## config.mk

```make
export PLATFORM = sky130hd
export DESIGN_NAME = spidiv_enc
export DESIGN_NICKNAME = d
export VERILOG_FILES = /design/src/rtl/spidiv_pkg.sv /design/src/rtl/spidiv_msb.sv /design/src/rtl/spidiv_pack.sv /design/src/rtl/spidiv_enc.sv
export SDC_FILE = /design/constraint.sdc
export NUM_CORES = 1
export LEC_CHECK = 0
export ABC_CLOCK_PERIOD_IN_PS = 5400
export BUFFER_PORTS_ARGS = -buffer_cell sky130_fd_sc_hd__buf_2
export CAP_MARGIN = 30
export CORE_UTILIZATION = 45
export CTS_BUF_LIST = sky130_fd_sc_hd__clkbuf_16
export DETAILED_ROUTE_END_ITERATION = 12
export SYNTH_ARGS = -nofsm -noshare
export SYNTH_HDL_FRONTEND = slang
export SYNTH_SLANG_ARGS = --single-unit
```

## constraint.sdc

```tcl
create_clock -name clk -period 5.4 [get_ports clk]
set_input_delay 0.27 -clock clk [delete_from_list [all_inputs] [get_ports clk]]
set_output_delay 0.27 -clock clk [all_outputs]
set_load 0.02 [all_outputs]
```

## src/rtl/spidiv_pkg.sv

```systemverilog
package spidiv_pkg;
  localparam int MANT_W  = 4;
  localparam int EXP_W   = 3;
  localparam int FIELD_W = 8;

  typedef struct packed {
    logic [MANT_W-1:0] spr;
    logic [EXP_W-1:0]  sppr;
    logic              err;
  } enc_res_t;
endpackage

```

## src/rtl/spidiv_msb.sv

```systemverilog
// Position of the leading one, counted from 1; zero input gives 0.
module spidiv_msb #(
  parameter int W  = 12,
  localparam int PW = $clog2(W + 1)
) (
  input  logic [W-1:0]  val,
  output logic [PW-1:0] pos
);
  always_comb begin
    pos = '0;
    for (int i = 0; i < W; i++) begin
      if (val[i]) pos = PW'(i + 1);
    end
  end
endmodule

```

## src/rtl/spidiv_pack.sv

```systemverilog
// Places mantissa and exponent into the prescale field layout.
module spidiv_pack
  import spidiv_pkg::*;
(
  input  logic [MANT_W-1:0]  spr,
  input  logic [EXP_W-1:0]   sppr,
  output logic [FIELD_W-1:0] field
);
  always_comb begin
    field      = '0;
    field[3:0] = spr;
    field[4]   = sppr[0];
    field[7:6] = sppr[2:1];
  end
endmodule

```

## src/rtl/spidiv_enc.sv

```systemverilog
module spidiv_enc
  import spidiv_pkg::*;
#(
  parameter int DIV_W = 11
) (
  input  logic               clk,
  input  logic               rst_n,
  input  logic               in_valid,
  output logic               in_ready,
  input  logic [DIV_W-1:0]   in_div,
  output logic               out_valid,
  output logic [MANT_W-1:0]  out_spr,
  output logic [EXP_W-1:0]   out_sppr,
  output logic [FIELD_W-1:0] out_field,
  output logic               out_err
);
  localparam int RW  = DIV_W + 1;
  localparam int PW1 = $clog2(DIV_W + 1);
  localparam int PW2 = $clog2(RW + 1);
  localparam logic [PW1-1:0] MANT_P1 = PW1'(MANT_W);
  localparam logic [PW2-1:0] MANT_P2 = PW2'(MANT_W);
  localparam logic [PW2-1:0] EXP_MAX = PW2'((1 << EXP_W) - 1);

  logic acc;
  logic s1_v, s2_v;
  logic [DIV_W-1:0] s1_div;
  logic [PW1-1:0]   s1_exp;
  logic [RW-1:0]    s2_rnd;

  assign in_ready = !(s1_v || s2_v);
  assign acc      = in_valid && in_ready;

  // Stage 1: clamp zero, first exponent estimate.
  logic [DIV_W-1:0] div_c;
  logic [PW1-1:0]   pos1, exp1;
  assign div_c = (in_div == '0) ? DIV_W'(1) : in_div;

  spidiv_msb #(.W(DIV_W)) u_msb1 (.val(div_c), .pos(pos1));
  assign exp1 = (pos1 > MANT_P1) ? (pos1 - MANT_P1) : '0;

  always_ff @(posedge clk or negedge rst_n) begin
    if (!rst_n) begin
      s1_v   <= 1'b0;
      s1_div <= '0;
      s1_exp <= '0;
    end else begin
      s1_v <= acc;
      if (acc) begin
        s1_div <= div_c;
        s1_exp <= exp1;
      end
    end
  end

  // Stage 2: round up to a multiple of 2^exponent.
  logic [RW-1:0] mask, rnd;
  always_comb begin
    mask = (RW'(1) << s1_exp) - RW'(1);
    rnd  = (RW'(s1_div) + mask) & ~mask;
  end

  always_ff @(posedge clk or negedge rst_n) begin
    if (!rst_n) begin
      s2_v   <= 1'b0;
      s2_rnd <= '0;
    end else begin
      s2_v <= s1_v;
      if (s1_v) s2_rnd <= rnd;
    end
  end

  // Stage 3: final exponent, mantissa, range check, packing.
  logic [PW2-1:0]     pos2, exp2;
  logic [RW-1:0]      shifted;
  enc_res_t           res;
  logic [FIELD_W-1:0] field_c;

  spidiv_msb #(.W(RW)) u_msb2 (.val(s2_rnd), .pos(pos2));

  always_comb begin
    exp2    = (pos2 > MANT_P2) ? (pos2 - MANT_P2) : '0;
    shifted = s2_rnd >> exp2;
    res.err = (exp2 > EXP_MAX);
    if (res.err) begin
      res.spr  = '0;
      res.sppr = '0;
    end else begin
      res.spr  = shifted[MANT_W-1:0];
      res.sppr = exp2[EXP_W-1:0];
    end
  end

  spidiv_pack u_pack (.spr(res.spr), .sppr(res.sppr), .field(field_c));

  always_ff @(posedge clk or negedge rst_n) begin
    if (!rst_n) begin
      out_valid <= 1'b0;
      out_spr   <= '0;
      out_sppr  <= '0;
      out_field <= '0;
      out_err   <= 1'b0;
    end else begin
      out_valid <= s2_v;
      if (s2_v) begin
        out_spr   <= res.spr;
        out_sppr  <= res.sppr;
        out_field <= field_c;
        out_err   <= res.err;
      end
    end
  end


  ready_drop_chk: assert property (@(posedge clk) disable iff (!rst_n)
    $past(acc) |-> !in_ready);

  latency_chk: assert property (@(posedge clk) disable iff (!rst_n)
    out_valid |-> $past(acc, 3));

  pulse_chk: assert property (@(posedge clk) disable iff (!rst_n)
    out_valid |=> !out_valid);

  err_blank_chk: assert property (@(posedge clk) disable iff (!rst_n)
    (out_valid && out_err) |-> (out_spr == '0 && out_sppr == '0 && out_field == '0));

  norm_chk: assert property (@(posedge clk) disable iff (!rst_n)
    (out_valid && !out_err && out_sppr != '0) |-> out_spr[MANT_W-1]);

  gap_bit_chk: assert property (@(posedge clk) disable iff (!rst_n)
    out_valid |-> !out_field[5]);
endmodule

```

Word level (Yosys, flattened, before mapping) --
Cells that the tools add are included.
Storage, ports and cells: register bits 45, input port bits 14, output and inout port bits 18, logic and storage cells 52
Operators by class: $add $sub $neg 4, order comparisons 3, shift operators 2, multiplexer cells 27, bitwise logic cells 2, reduce and logical (&&, ||, !) cells 4
Operator list (number):
- 2-to-1 mux 4 bit | 11
- 2-to-1 mux 3 bit | 8
- adder 11 x 12 -> 12 bit | 1
- bitwise AND 12 bit | 1
- greater-than comparator 4 x 3 -> 1 bit (second input constant) | 3
- inverter 12 bit | 1
- << shifter 1 x 4 -> 12 bit (first input constant) | 1
- right shift 12 x 4 -> 4 bit | 1
- subtractor 12 x 2 -> 12 bit (second input constant) | 1
- logical NOT 11 bit | 1
- 2-to-1 mux 11 bit | 1
- 2-to-1 mux 2 bit | 4
- subtractor 4 x 3 -> 4 bit (second input constant) | 2
- 2-to-1 mux 7 bit | 1
- 2-to-1 mux 1 bit | 2
- logical AND 1 bit | 1
- logical NOT 1 bit | 1
- logical OR 1 bit | 1

Longest topological paths before layout --
depth in word-level cells 16, gate-level depth with buffers 15, depth with buffers taken out 13

By module --
A second synthesis with hierarchy kept.
Second synthesis, totals: cells, all modules 335, area total of the unflattened synthesis 3062.9 µm²
By module, submodules not included:
- spidiv_enc | instances 1, cells each 290, area each 2806.4 µm², sequential area each 1151.1 µm²
- spidiv_msb at u_msb2 | instances 1, cells each 18, area each 100.1 µm², sequential area each 0.0 µm²
- spidiv_msb at u_msb1 | instances 1, cells each 18, area each 92.6 µm², sequential area each 0.0 µm²
- spidiv_pack | instances 1, cells each 9, area each 63.8 µm², sequential area each 0.0 µm²

Worst setup path after synthesis --
No wires, ideal clock.
path kind flip-flop to flip-flop, start point register s1_exp[0], end point register s2_rnd[11], library setup time 0.123 ns, data arrival time 3.142 ns, required time 5.277 ns, path slack 2.135 ns, stages on the path, launching flop included 13, path buffers 2, period minus slack after synthesis 3.265 ns, path through dfrtp_1 > buf_6 > or4_4 > buf_6 > ha_1 > xor2_1 > ha_1 > nand4_1 > nor2b_4 > or4_4 > a311o_1 > a211oi_1 > nor2_1
Between the ends: longest elaborated chain between the ends 4, elaborated cells between the ends (all ways) 5, classes of those cells add/sub: 2; shift: 1; bitwise: 2
RTL lines:
- from (decl) | RTL line spidiv_enc.sv:27 | logic [PW1-1:0] s1_exp;
- from (signal assigned) | RTL line spidiv_enc.sv:50 | s1_exp <= exp1;
- << shifter 1 x 4 -> 12 bit (*) | RTL line spidiv_enc.sv:58 | mask = (RW'(1) << s1_exp) - RW'(1);
- subtractor 12 x 2 -> 12 bit (*) | RTL line spidiv_enc.sv:58
- adder 11 x 12 -> 12 bit / inverter 12 bit (equally long branches) | RTL line spidiv_enc.sv:59 | rnd = (RW'(s1_div) + mask) & ~mask;
- bitwise AND 12 bit (*) | RTL line spidiv_enc.sv:59
- to (signal assigned) | RTL line spidiv_enc.sv:68 | if (s1_v) s2_rnd <= rnd;
- to (decl) | RTL line spidiv_enc.sv:28 | logic [RW-1:0] s2_rnd;
Every way passes the cells marked *; elsewhere a longest branch is shown, timed or not. A chain may end at the register's enable or synchronous reset.

Final worst setup path --
start point register s1_exp[3], end point register s2_rnd[9]
The elaborated chain is that of the path after synthesis.

==> impl_metrics.env <==
export IMPL_cts_tree="yes"
export IMPL_crit_family="simple AND/OR/NAND/NOR gates"
export IMPL_status="completed"
export IMPL_placed_area_um2=2626
export IMPL_clock_latency_ns=0.28
export IMPL_grt_max_degree=39
export IMPL_fin_crit_sh=0.6510
export IMPL_path_class="reg2reg"
export IMPL_peakVddDrop_v=0.0002121
export IMPL_busiest_layer="met2"
export IMPL_clock_path_buffers=2
export IMPL_synth_top_family_by_area="simple AND/OR/NAND/NOR gates"
export IMPL_dieArea_um2=5917
export IMPL_first_global_vias=1894
export IMPL_cp_end_kind="flip-flop"
export IMPL_core_area_um2=5270
export IMPL_yosys_area_top_type="dfrtp_1"
export IMPL_maxSlewViolCount=0
export IMPL_yosysMostFrequentCell="dfrtp_1"
export IMPL_start_util=0.4793
export IMPL_synthMuxAreaShare=0.07330
export IMPL_antenna_found_initial=0
export IMPL_cts_buffers=5
export IMPL_drc=0
export IMPL_synth_top_area_frac=0.3764
export IMPL_fillers=503
export IMPL_powerDensity_nw_per_um2=481.8
export IMPL_gp_congestion=0.8728
export IMPL_slowest_stage="or4_4"
export IMPL_synth_compound_area_frac=0.1887
export IMPL_timing_setup_tns_ns=0
export IMPL_cts_sinks=38
export IMPL_critPathBufInv=0
export IMPL_seq_area_frac_synth=0.3764
export IMPL_synth_warnings=0
export IMPL_ios=32
export IMPL_wl_mm=5.352
export IMPL_synth_area_top_cells="dfrtp_1 (38%), ha_1 (5.4%), mux2_2 (5.3%), a21oi_1 (3.8%), nor2_1 (3.7%)"
export IMPL_worstSetupStartpointType="flip-flop"
export IMPL_stdcell_area_um2=2764
export IMPL_fin_worst_skew_ns=0.005435
export IMPL_drive_gt1_frac=0.2014
export IMPL_synth_cell_types=54
export IMPL_drt_iter0_markers=73
export IMPL_fmax_ghz=0.2845
export IMPL_numPortBuffers=30
export IMPL_routed_via_count=2004
export IMPL_r2r_end="s2_rnd[9]"
export IMPL_dr_pass1_iters=4
export IMPL_synth_top_cells_by_count="dfrtp_1 (38), nor2_1 (25), a21oi_1 (19), inv_1 (15), nand2_1 (15)"
export IMPL_cts_resized=0
export IMPL_grtUsageMet2=0.3330
export IMPL_hold_viol=0
export IMPL_synth_nets=305
export IMPL_cts_setup_buffers=0
export IMPL_syn_area_um2=2526
export IMPL_die_width_um=76.93
export IMPL_synth_simple_gate_area_frac=0.1897
export IMPL_worstMarginPinSlew_ns=0.8433
export IMPL_arrival_ns=3.70
export IMPL_nNetsFinal=318
export IMPL_crit_reg2reg_launch="s1_exp[3]"
export IMPL_antenna_cells=0
export IMPL_syn_inst=279
export IMPL_p_leak_nw=1.212
export IMPL_avgSynthCellArea_um2=9.054
export IMPL_hold_class="in2async"
export IMPL_reg2reg_depth=10
export IMPL_crit_chain="or4_4 -> ha_1 -> xor2_1 -> ha_1 -> a21oi_1 -> nor2b_1 -> or4_4 -> a311o_1 -> xnor2_1 -> o31ai_1"
export IMPL_antenna_left=0
export IMPL_htreeDepth=2
export IMPL_post_route_min_period_ns=3.515
export IMPL_async_flop_share=1.000
export IMPL_synth_xor_area_frac=0.03120
export IMPL_gr_total_overflow=0
export IMPL_finalPower_mw=1.332
export IMPL_via_per_inst=5.521
export IMPL_reg2reg_setup_slack_ns=1.88
export IMPL_gr_usage_all_layers=0.1971
export IMPL_synth_flop_cell="dfrtp_1"
export IMPL_rsz0062_at_grt="false"
export IMPL_root_buffer="clkbuf_16"
export IMPL_startpoint="s1_exp[3]"
export IMPL_maxCapViolations=0
export IMPL_met3_usage=0.03214
export IMPL_ys_ff_latch=38
export IMPL_setup_violations=0
export IMPL_path_clk_slew_ns=0.06
export IMPL_synth_fa_ha_area_frac=0.06241
export IMPL_die_height_um=76.93
export IMPL_postCtsHoldBufs=0
export IMPL_syn_to_final_growth_pct=9.411
export IMPL_maxSlewHeadroom=0.4378
export IMPL_avgRoutedWirePerCell_um=14.74
export IMPL_slowest_delay_ns=0.62
export IMPL_rows=26
export IMPL_grt_pass1_wl_mm=9.094
export IMPL_path_max_fanout=13
export IMPL_dp_hpwl_mm=4.036
export IMPL_synth_edf_count=0
export IMPL_required_ns=5.59
export IMPL_grt_met1_usage=0.2433
## cells in the final DEF (no fill, tap or decap), types with 3 or more instances in the layout
cell type,n
a31oi_1,7
xnor2_1,4
inv_1,16
nand2_1,15
or4_4,3
nor3_1,11
nor2_1,25
o21ai_0,12
o22ai_1,6
a211oi_1,4
nand3_1,4
dfrtp_1,38
or2_2,4
mux2_2,12
o31ai_1,5
buf_2,30
ha_1,11
a21oi_1,19
nor2b_1,7
mux2i_1,5
nand2b_1,5
clkbuf_16,5
xor2_1,5
## per-layer routing
layer,share of wire,wire length (um)
met1,0.47,2526
met2,0.48,2576
met3,0.026,139
met4,0.021,110
met5,0,0
## registers in the layout, summed over array words and instances, names as in the netlist
register and count:
out_err 1, out_field 1, out_sppr 3, out_spr 3, out_valid 1, s1_div 11, s1_exp 4, s1_v 1
s2_rnd 12, s2_v 1
## layout make-up
class	instances	area [um2]	area share
clock buffers	5	125.1	0.04527
flip-flops and latches	38	950.9	0.3440
inverters	15	56.30	0.02037
well taps	70	87.58	0.03169
repair buffers	30	150.1	0.05432
clock inverters	3	12.51	0.004527
multi-input cells	202	1381	0.4998
## power by group
| part | switching, mW | internal [mW] | total [mW] | leakage [nW] |
|---|---|---|---|---|
| sequential | 0.102 | 0.359 | 0.461 | 0.465 |
| clock | 0.111 | 0.167 | 0.278 | 0.0724 |
| combinational | 0.336 | 0.257 | 0.592 | 0.675 |
## kinds of logic (layout without fill, tap and decap cells)
group | after synthesis | in the layout
other | 1 | 1
and+or+nand+nor | 90 | 90
DFF | 38 | 38
xor gates and xnor gates | 9 | 9
AOI/OAI and AO/OA | 73 | 73
adders and majority gates | 12 | 12
muxes | 17 | 17
buffers and inverters | 39 | 53
## how the worst max path moves through the flow
stage / to / slack (ns) / cells past startpoint
after floorplan: s2_rnd[11] / 2.14 / 12
after global placement: s2_rnd[11] / 2.02 / 10
after detailed placement: s2_rnd[11] / 1.90 / 10
after CTS: s2_rnd[9] / 1.89 / 10
after global routing: s2_rnd[11] / 1.70 / 10
final: s2_rnd[9] / 1.88 / 10
## through the flow
stage / hold WS [ns] / cells / setup WS [ns] / utilization
floorplan: -0.02559 / 279 / 2.135 / -
global placement: 0.4276 / 355 / 2.017 / 0.4983
detailed placement: 0.4259 / 355 / 1.905 / 0.4983
CTS: 0.1239 / 363 / 1.894 / 0.5245
global route: 0.1665 / 363 / 1.698 / 0.5245
finish: 0.09284 / 363 / 1.885 / 0.5245
No activity file was read; power rests on OpenSTA's default activity.
